==> src/rtl/slr_pkg.sv <==
package slr_pkg;
  localparam int SLR_DEF_W = 18;
  localparam int SLR_DEF_SYNC = 2;

  typedef struct packed {
    logic shift;
    logic latch;
  } slr_evt_t;
endpackage

==> src/rtl/slr_sync.sv <==
module slr_sync #(
  parameter int WIDTH  = 3,
  parameter int STAGES = 2
) (
  input  logic             clk,
  input  logic             rst,
  input  logic [WIDTH-1:0] d,
  output logic [WIDTH-1:0] q
);
  logic [WIDTH-1:0] stg [STAGES];

  genvar s;
  generate
    for (s = 0; s < STAGES; s++) begin : g_stage
      always_ff @(posedge clk) begin
        if (rst) stg[s] <= '0;
        else if (s == 0) stg[s] <= d;
        else stg[s] <= stg[(s == 0) ? 0 : s-1];
      end
    end
  endgenerate

  assign q = stg[STAGES-1];
endmodule

==> src/rtl/slr_edge.sv <==
module slr_edge #(
  parameter int N = 2
) (
  input  logic         clk,
  input  logic         rst,
  input  logic [N-1:0] lvl,
  output logic [N-1:0] rise
);
  genvar i;
  generate
    for (i = 0; i < N; i++) begin : g_det
      logic prev;
      always_ff @(posedge clk) begin
        if (rst) prev <= 1'b0;
        else prev <= lvl[i];
      end
      assign rise[i] = lvl[i] & ~prev;

      AST_EDGE_ONCE: assert property (@(posedge clk) disable iff (rst)
        rise[i] |=> !rise[i]);
    end
  endgenerate
endmodule

==> src/rtl/slr_core.sv <==
module slr_core #(
  parameter int W = 18
) (
  input  logic         clk,
  input  logic         rst,
  input  logic         clr,
  input  slr_pkg::slr_evt_t ev,
  input  logic         din,
  output logic [W-1:0] sreg,
  output logic [W-1:0] hold
);
  always_ff @(posedge clk) begin
    if (rst || clr) begin
      sreg <= '0;
      hold <= '0;
    end else begin
      if (ev.shift) sreg <= {sreg[W-2:0], din};
      if (ev.latch) hold <= sreg;
    end
  end

  AST_SHIFT_MOVE: assert property (@(posedge clk) disable iff (rst)
    (ev.shift && !clr) |=> sreg[W-1:1] == $past(sreg[W-2:0]));
  AST_SHIFT_HOLD: assert property (@(posedge clk) disable iff (rst)
    (!ev.shift && !clr) |=> $stable(sreg));
  AST_LATCH_COPY: assert property (@(posedge clk) disable iff (rst)
    (ev.latch && !clr) |=> hold == $past(sreg));
  AST_LATCH_HOLD: assert property (@(posedge clk) disable iff (rst)
    (!ev.latch && !clr) |=> $stable(hold));
  AST_CLEAR_WINS: assert property (@(posedge clk) disable iff (rst)
    clr |=> (sreg == '0 && hold == '0));
endmodule

==> src/rtl/slr_out.sv <==
module slr_out #(
  parameter int W = 18,
  localparam int TW = $clog2(W)
) (
  input  logic          clk,
  input  logic          rst,
  input  logic          cfg_we,
  input  logic [TW-1:0] cfg_tap,
  input  logic          cfg_en,
  input  logic [W-1:0]  sreg,
  input  logic [W-1:0]  hold,
  output logic          ser_q,
  output logic [W-1:0]  par_q
);
  logic [TW-1:0] tap_q;
  logic          en_q;
  logic          tap_bit;
  logic          tap_ok;

  always_ff @(posedge clk) begin
    if (rst) begin
      tap_q <= '0;
      en_q  <= 1'b0;
    end else if (cfg_we) begin
      tap_q <= cfg_tap;
      en_q  <= cfg_en;
    end
  end

  always_comb begin
    tap_bit = 1'b0;
    tap_ok  = 1'b0;
    for (int i = 0; i < W; i++) begin
      if (tap_q == TW'(i)) begin
        tap_bit = sreg[i];
        tap_ok  = 1'b1;
      end
    end
  end

  always_ff @(posedge clk) begin
    if (rst) begin
      ser_q <= 1'b0;
      par_q <= '0;
    end else begin
      ser_q <= tap_ok & tap_bit;
      par_q <= en_q ? hold : '0;
    end
  end

  AST_CFG_HOLD: assert property (@(posedge clk) disable iff (rst)
    !cfg_we |=> ($stable(tap_q) && $stable(en_q)));
  AST_TAP_RANGE: assert property (@(posedge clk) disable iff (rst)
    (tap_q > TW'(W-1)) |=> !ser_q);
  AST_PAR_GATED: assert property (@(posedge clk) disable iff (rst)
    !en_q |=> par_q == '0);
endmodule

==> src/rtl/latched_shift_reg.sv <==
module latched_shift_reg #(
  parameter int W     = slr_pkg::SLR_DEF_W,
  parameter int SYNC  = slr_pkg::SLR_DEF_SYNC,
  localparam int TW   = $clog2(W)
) (
  input  logic          clk,
  input  logic          rst,
  input  logic          ser_din,
  input  logic          shift_clk,
  input  logic          latch_clk,
  input  logic          sw_clear,
  input  logic          cfg_we,
  input  logic [TW-1:0] cfg_tap,
  input  logic          cfg_en,
  output logic          ser_dout,
  output logic [W-1:0]  par_dout
);
  logic [2:0]        raw_s;
  logic [1:0]        rise;
  slr_pkg::slr_evt_t ev;
  logic [W-1:0]      sreg;
  logic [W-1:0]      hold;

  slr_sync #(.WIDTH(3), .STAGES(SYNC)) u_sync (
    .clk (clk),
    .rst (rst),
    .d   ({ser_din, latch_clk, shift_clk}),
    .q   (raw_s)
  );

  slr_edge #(.N(2)) u_edge (
    .clk  (clk),
    .rst  (rst),
    .lvl  (raw_s[1:0]),
    .rise (rise)
  );

  assign ev.shift = rise[0];
  assign ev.latch = rise[1];

  slr_core #(.W(W)) u_core (
    .clk  (clk),
    .rst  (rst),
    .clr  (sw_clear),
    .ev   (ev),
    .din  (raw_s[2]),
    .sreg (sreg),
    .hold (hold)
  );

  slr_out #(.W(W)) u_out (
    .clk     (clk),
    .rst     (rst),
    .cfg_we  (cfg_we),
    .cfg_tap (cfg_tap),
    .cfg_en  (cfg_en),
    .sreg    (sreg),
    .hold    (hold),
    .ser_q   (ser_dout),
    .par_q   (par_dout)
  );

  AST_RESET_ZERO: assert property (@(posedge clk)
    $past(rst) |-> (ser_dout == 1'b0 && par_dout == '0));
endmodule

==> config.mk <==
export PLATFORM = sky130hd
export DESIGN_NAME = latched_shift_reg
export DESIGN_NICKNAME = d
export VERILOG_FILES = /design/src/rtl/slr_pkg.sv /design/src/rtl/slr_sync.sv /design/src/rtl/slr_edge.sv /design/src/rtl/slr_core.sv /design/src/rtl/slr_out.sv /design/src/rtl/latched_shift_reg.sv
export SDC_FILE = /design/constraint.sdc
export NUM_CORES = 1
export LEC_CHECK = 0
export BUFFER_PORTS_ARGS = -buffer_cell sky130_fd_sc_hd__buf_2
export CAP_MARGIN = 20
export CORE_ASPECT_RATIO = 1.4
export CORE_MARGIN = 4
export CORE_UTILIZATION = 56
export DETAILED_ROUTE_END_ITERATION = 12
export GPL_TIMING_DRIVEN = 0
export PLACE_DENSITY = 0.84
export SLEW_MARGIN = 20
export SYNTH_ARGS = -nofsm -noshare
export SYNTH_HDL_FRONTEND = slang
export SYNTH_SLANG_ARGS = --single-unit
export TNS_END_PERCENT = 50
==> constraint.sdc <==
create_clock -name clk -period 2.3 [get_ports clk]
set_clock_uncertainty 0.1 [all_clocks]
set_input_delay 0.46 -clock clk [delete_from_list [all_inputs] [get_ports clk]]
set_output_delay 0.46 -clock clk [all_outputs]
set_load 0.02 [all_outputs]
* After elaboration in Yosys (flattened, before gate mapping)
Memory sizes are Yosys's and may differ from the RTL's.
Index checks and enable logic that the tools add are counted.
Widths: inputs -> output; s select.
** Storage, ports and cells
- Register bits after elaboration :: 63
- Latch bits :: 0
- RAM bits :: 6
- Bits in read-only memories :: 0
- Logic and storage cells :: 78
- Memories :: 1
** Cells by class
- Add/sub/neg operators :: 0
- Multiply operators :: 0
- Divide/modulo/power cells :: 0
- Order comparisons :: 0
- Equal/unequal tests :: 17
- Shift-type cells :: 0
- Muxes and demuxes :: 41
- Bitwise gates (word level) :: 8
- Reductions and logical operators :: 3
** Memory list
- u_sync.stg :: words 2, width 3, rd ports 2, clocked after memory_dff 0, wr ports 2, line slr_sync.sv:10 : logic [WIDTH-1:0] stg [STAGES];
** Operator list (count)
- $eq 5x4->1 const B :: 8
- $mux 1 :: 39
- $eq 5x3->1 const B :: 4
- $eq 5x2->1 const B :: 2
- $eq 5x5->1 const B :: 2
- $mux 3 :: 2
- $eq 5x1->1 const B :: 1
- $logic_not 5->1 :: 1
- $and 1x1->1 :: 3
- $not 1->1 :: 3
- $or 1x1->1 :: 2
- $reduce_or 2->1 :: 1
- $logic_or 1x1->1 :: 1

* Logic depth before layout (Yosys ltp)
- Word-level depth :: 20
- Gate-level depth with buffers :: 6

* Cells and area by module
From an unflattened synthesis, not the netlist that was laid out.
** Unflattened totals
- Cell total of the unflattened synthesis :: 242
- Area, all modules :: 2602.5 µm²
** By module, submodules not included
- slr_core :: instances 1, cells an instance 117, area an instance 1317.5 µm², sequential area each 720.7 µm²
- slr_out :: instances 1, cells an instance 107, area an instance 1057.3 µm², sequential area each 500.5 µm²
- slr_sync :: instances 1, cells an instance 12, area an instance 157.7 µm², sequential area each 120.1 µm²
- slr_edge :: instances 1, cells an instance 6, area an instance 70.1 µm², sequential area each 40.0 µm²

* Worst setup path before layout
OpenSTA, ideal clock, no wires.
- Path type :: register to register
- Start point :: reg u_out.tap_q[4]
- End point :: reg u_out.ser_q
- Library setup time :: 114 ps
- Arrival time :: 1394 ps
- Required time :: 2086 ps
- Slack :: 692 ps
- Stages on the path, launching flop included :: 7
- Path buffers :: 1
- Clock period less this slack :: 1608 ps
- Cell sequence :: dfxtp_1 buf_6 nand2b_4 or4_1 a32oi_1 nand3_1 a21o_1
** Between the ends
- Cells in the longest elaborated chain, start to end :: 20
- Elaborated cells on any way between the ends :: 55
- Those cells by class :: eq/ne (17); mux (36); bitwise (1); reduce/logical (1)
** RTL lines
- start, declared :: line slr_out.sv:15 : logic [TW-1:0] tap_q;
- start signal, assigned :: line slr_out.sv:25 : tap_q <= cfg_tap;
- $logic_not 5->1 :: line slr_out.sv:34 : if (tap_q == TW'(i)) begin
- $mux 1 (18 in a row) :: line slr_out.sv:34
- $and 1x1->1 (*) :: line slr_out.sv:46 : ser_q <= tap_ok & tap_bit;
- end signal, assigned :: line slr_out.sv:46
- end, declared :: line slr_out.sv:12 : output logic ser_q,
Every way passes the cells marked *; elsewhere a longest branch is shown, timed or not.
A chain may end at the register's enable or synchronous reset.

* Worst setup path after layout
- Start point :: reg u_out.tap_q[1]
- End point :: reg u_out.ser_q
The elaborated chain is that of the path after synthesis.

==> flow_summary.json <==
{
  "status": "complete, no violations",
  "clk_pin_slew_ns": 0.07,
  "grt_max_degree": 12,
  "cts_max_path_buffers": 2,
  "finalWirelength_um": 4530,
  "crit_arrival_ns": 2.00,
  "nFillCells": 339,
  "postSynthAreaPerCell_um2": 8.89,
  "worst_pin_slew_ns": 0.493,
  "report.final.slew_viol_count": 0,
  "yosys.area.top_type": "dfxtp_1",
  "gp_congestion": 0.911,
  "drt_iter0_drc": 79,
  "grt_util_all_layers_pct": 17.9,
  "rr_worst_depth": 6,
  "pin_count": 32,
  "p_leak_nw": 1.11,
  "synthArstFlopShare_pct": 0,
  "r2r_start": "u_out.tap_q[1]$_SDFFE_PP0P_",
  "combPwrFrac_pct": 5.2,
  "grtUsageMet1_pct": 18.8,
  "grt_antenna_before_repair": 0,
  "yosys.area.top_type_share_pct": 54.1,
  "numCtsBuffers": 9,
  "num_rows": 28,
  "finalPower_mw": 2.22,
  "seq_power_share_pct": 54.7,
  "slew_headroom_pct": 67.1,
  "clock-sinks": 69,
  "nets": 340,
  "synth-main-ff-cell": "dfxtp_1",
  "cp_max_fo": 10,
  "post-route-period-util_pct": 81.3,
  "grt_setup_unrepaired": "false",
  "maxCapViolations": 0,
  "hold_start": "latch_clk",
  "port-buffer-count": 29,
  "cellPowerDensity_nw_per_um2": 752,
  "antenna_left": 0,
  "pre_cts_ws_ns": 0.478,
  "synth_seq_cells": 69,
  "synthDistinctLibCells": 37,
  "postCtsSetupBuffers": 0,
  "r2r-end": "u_out.ser_q$_SDFF_PP0_",
  "grt_pass1_vias": 1798,
  "layout_setup_ws_ns": 0.430,
  "dp_hpwl_um": 3220,
  "crit_required_ns": 2.43,
  "area_growth_pct": 15.9,
  "coreArea_um2": 4310,
  "finalSetupTns_ns": 0,
  "wl_per_cell_um": 11.6,
  "vias": 1965,
  "ys_seq_area_share_pct": 54.1,
  "synth-edff-count": 0,
  "grt_overflow": 0,
  "sw_frac_of_total_pct": 22.4,
  "use_met3_pct": 5.39,
  "min_path_type": "input port to flip-flop",
  "synth_area_leaders": "dfxtp_1 (54%), nand2_1 (11%), a21oi_1 (7.8%)",
  "busiest_layer": "met2",
  "hold_viol_final": 0,
  "p_clk_share_pct": 40.1,
  "hold_depth": 2,
  "multi_input_area_um2": 1070,
  "start_util_pct": 59.2,
  "drc_errors": 0,
  "via_per_inst": 5.03,
  "intPower_mw": 1.73,
  "yosysMostFrequentCell": "nand2_1",
  "chipHeight_um": 87.9,
  "setup_violations": 0,
  "worstSkewPairLatency_ns": 0.34,
  "seq_area_um2": 1380,
  "ctsResizeCount": 0,
  "dieArea_um2": 5710,
  "globalRouteMet2Util_pct": 30.8,
  "drive_gt1_share_pct": 16.3,
  "synthCells": 287,
  "hold_end": "u_sync.stg[0][1]$_SDFF_PP0_",
  "hold_buffers": 0,
  "critPathLaunchType": "flip-flop",
  "grt_pass1_wl_um": 7730,
  "drtPass1Iterations": 4,
  "die_x_um": 65.0,
  "htreeDepth": 3,
  "num_antenna_cells": 0,
  "synth.top_cells.by_count": "nand2_1 (74), dfxtp_1 (69), a21oi_1 (40)",
  "fmax_mhz": 535,
  "reg2reg_slack_ns": 0.43,
  "cts_tree": "done",
  "end_kind": "flip-flop",
  "syn_area_um2": 2550,
  "yosysWarnings": 0,
  "netSwitchingPower_mw": 0.499,
  "synth_fp_nets": 300,
  "crit_type": "flip-flop to flip-flop",
  "ir_worst_vdd_uv": 480,
  "root_buffer": "clkbuf_8",
  "layout_min_cycle_time_ns": 1.87,
  "holdWs_ns": 0.231
}
==> sequential cells by signal, indices dropped and copies added, names as in the netlist <==
signal	flops
u_core.hold	18
u_core.sreg	18
u_out.par_q	18
u_sync.stg	6
u_out.tap_q	5
u_edge.g_det.prev	2
u_out.en_q	1
u_out.ser_q	1
==> cells by family (layout without fill, tap and decap cells) <==
logic type	after synthesis	in the layout	share of synthesized area, %
compound gates	52	52	11.6
buf+inv	21	65	3.87
flops	69	69	54.1
mux	10	10	3.97
simple gates	135	135	26.4
==> power groups by stage <==
stage,Combinational [mW],Sequential [mW],Clock (mW)
2_1_floorplan,0.0848,1.24,0
3_3_place_gp,0.112,1.24,0
3_5_place_dp,0.116,1.24,0
4_1_cts,0.116,1.22,0.916
5_1_grt,0.130,1.22,0.972
6_report,0.116,1.22,0.892
==> worst max-delay path: stages, from the launching register on <==
cell and delay, ns:
dfxtp_1 0.39, clkbuf_1 0.38, nor2_1 0.17, a32o_1 0.29, a32oi_1 0.15, nand3_1 0.10
a21o_1 0.19
==> cell type report <==
type | instances | area share, %
Tap cell | 60 | 2.54
Clock inverter | 3 | 0.677
Buffer | 21 | 3.34
Timing Repair Buffer | 29 | 4.91
Multi-Input combinational cell | 197 | 36.2
Sequential cell | 69 | 46.7
Clock buffer | 12 | 5.59
==> through the flow <==
stage | util [%] | instance area [um2] | instances
after global placement | 64.3 | 2770 | 376
after global routing | 68.6 | 2960 | 391
final | 68.6 | 2960 | 391
after floorplan | - | 2550 | 287
after CTS | 68.6 | 2960 | 391
after detailed placement | 64.3 | 2770 | 376
==> placed cells by master, fill, tap and decap left out, types with 2 or more instances in the layout <==
cell | netlist | layout
a21oi_1 | 40 | 40
a32o_1 | 2 | 2
and2_1 | 18 | 18
and2b_1 | 2 | 2
buf_2 | 1 | 30
buf_4 | 3 | 3
clkbuf_1 | 15 | 15
clkbuf_8 | 0 | 12
clkinvlp_4 | 0 | 2
dfxtp_1 | 69 | 69
mux2i_1 | 9 | 9
nand2_1 | 74 | 74
nand2b_1 | 4 | 4
nand3b_1 | 2 | 2
nand4b_1 | 2 | 2
nor2_1 | 9 | 9
nor2b_1 | 13 | 13
o21ai_0 | 2 | 2
or4_1 | 2 | 2
==> how the worst max path moves through the flow <==
stage                                start                     end  slack (ns)  cells past startpoint
3_3_place_gp   u_out.tap_q[1]$_SDFFE_PP0P_  u_out.ser_q$_SDFF_PP0_        0.52                      6
6_report       u_out.tap_q[1]$_SDFFE_PP0P_  u_out.ser_q$_SDFF_PP0_        0.43                      6
5_1_grt        u_out.tap_q[1]$_SDFFE_PP0P_  u_out.ser_q$_SDFF_PP0_        0.33                      6
3_5_place_dp   u_out.tap_q[1]$_SDFFE_PP0P_  u_out.ser_q$_SDFF_PP0_        0.48                      6
2_1_floorplan  u_out.tap_q[4]$_SDFFE_PP0P_  u_out.ser_q$_SDFF_PP0_        0.69                      6
4_1_cts        u_out.tap_q[1]$_SDFFE_PP0P_  u_out.ser_q$_SDFF_PP0_        0.47                      6
==> per-layer routing <==
layer | vias to the layer above | part of all wire [%]
met5 | - | 0
li1 | 1025 | -
met2 | 53 | 48
met1 | 872 | 44
met4 | 0 | 3.0
met3 | 15 | 5.1
No activity file was read; power rests on OpenSTA's default activity.
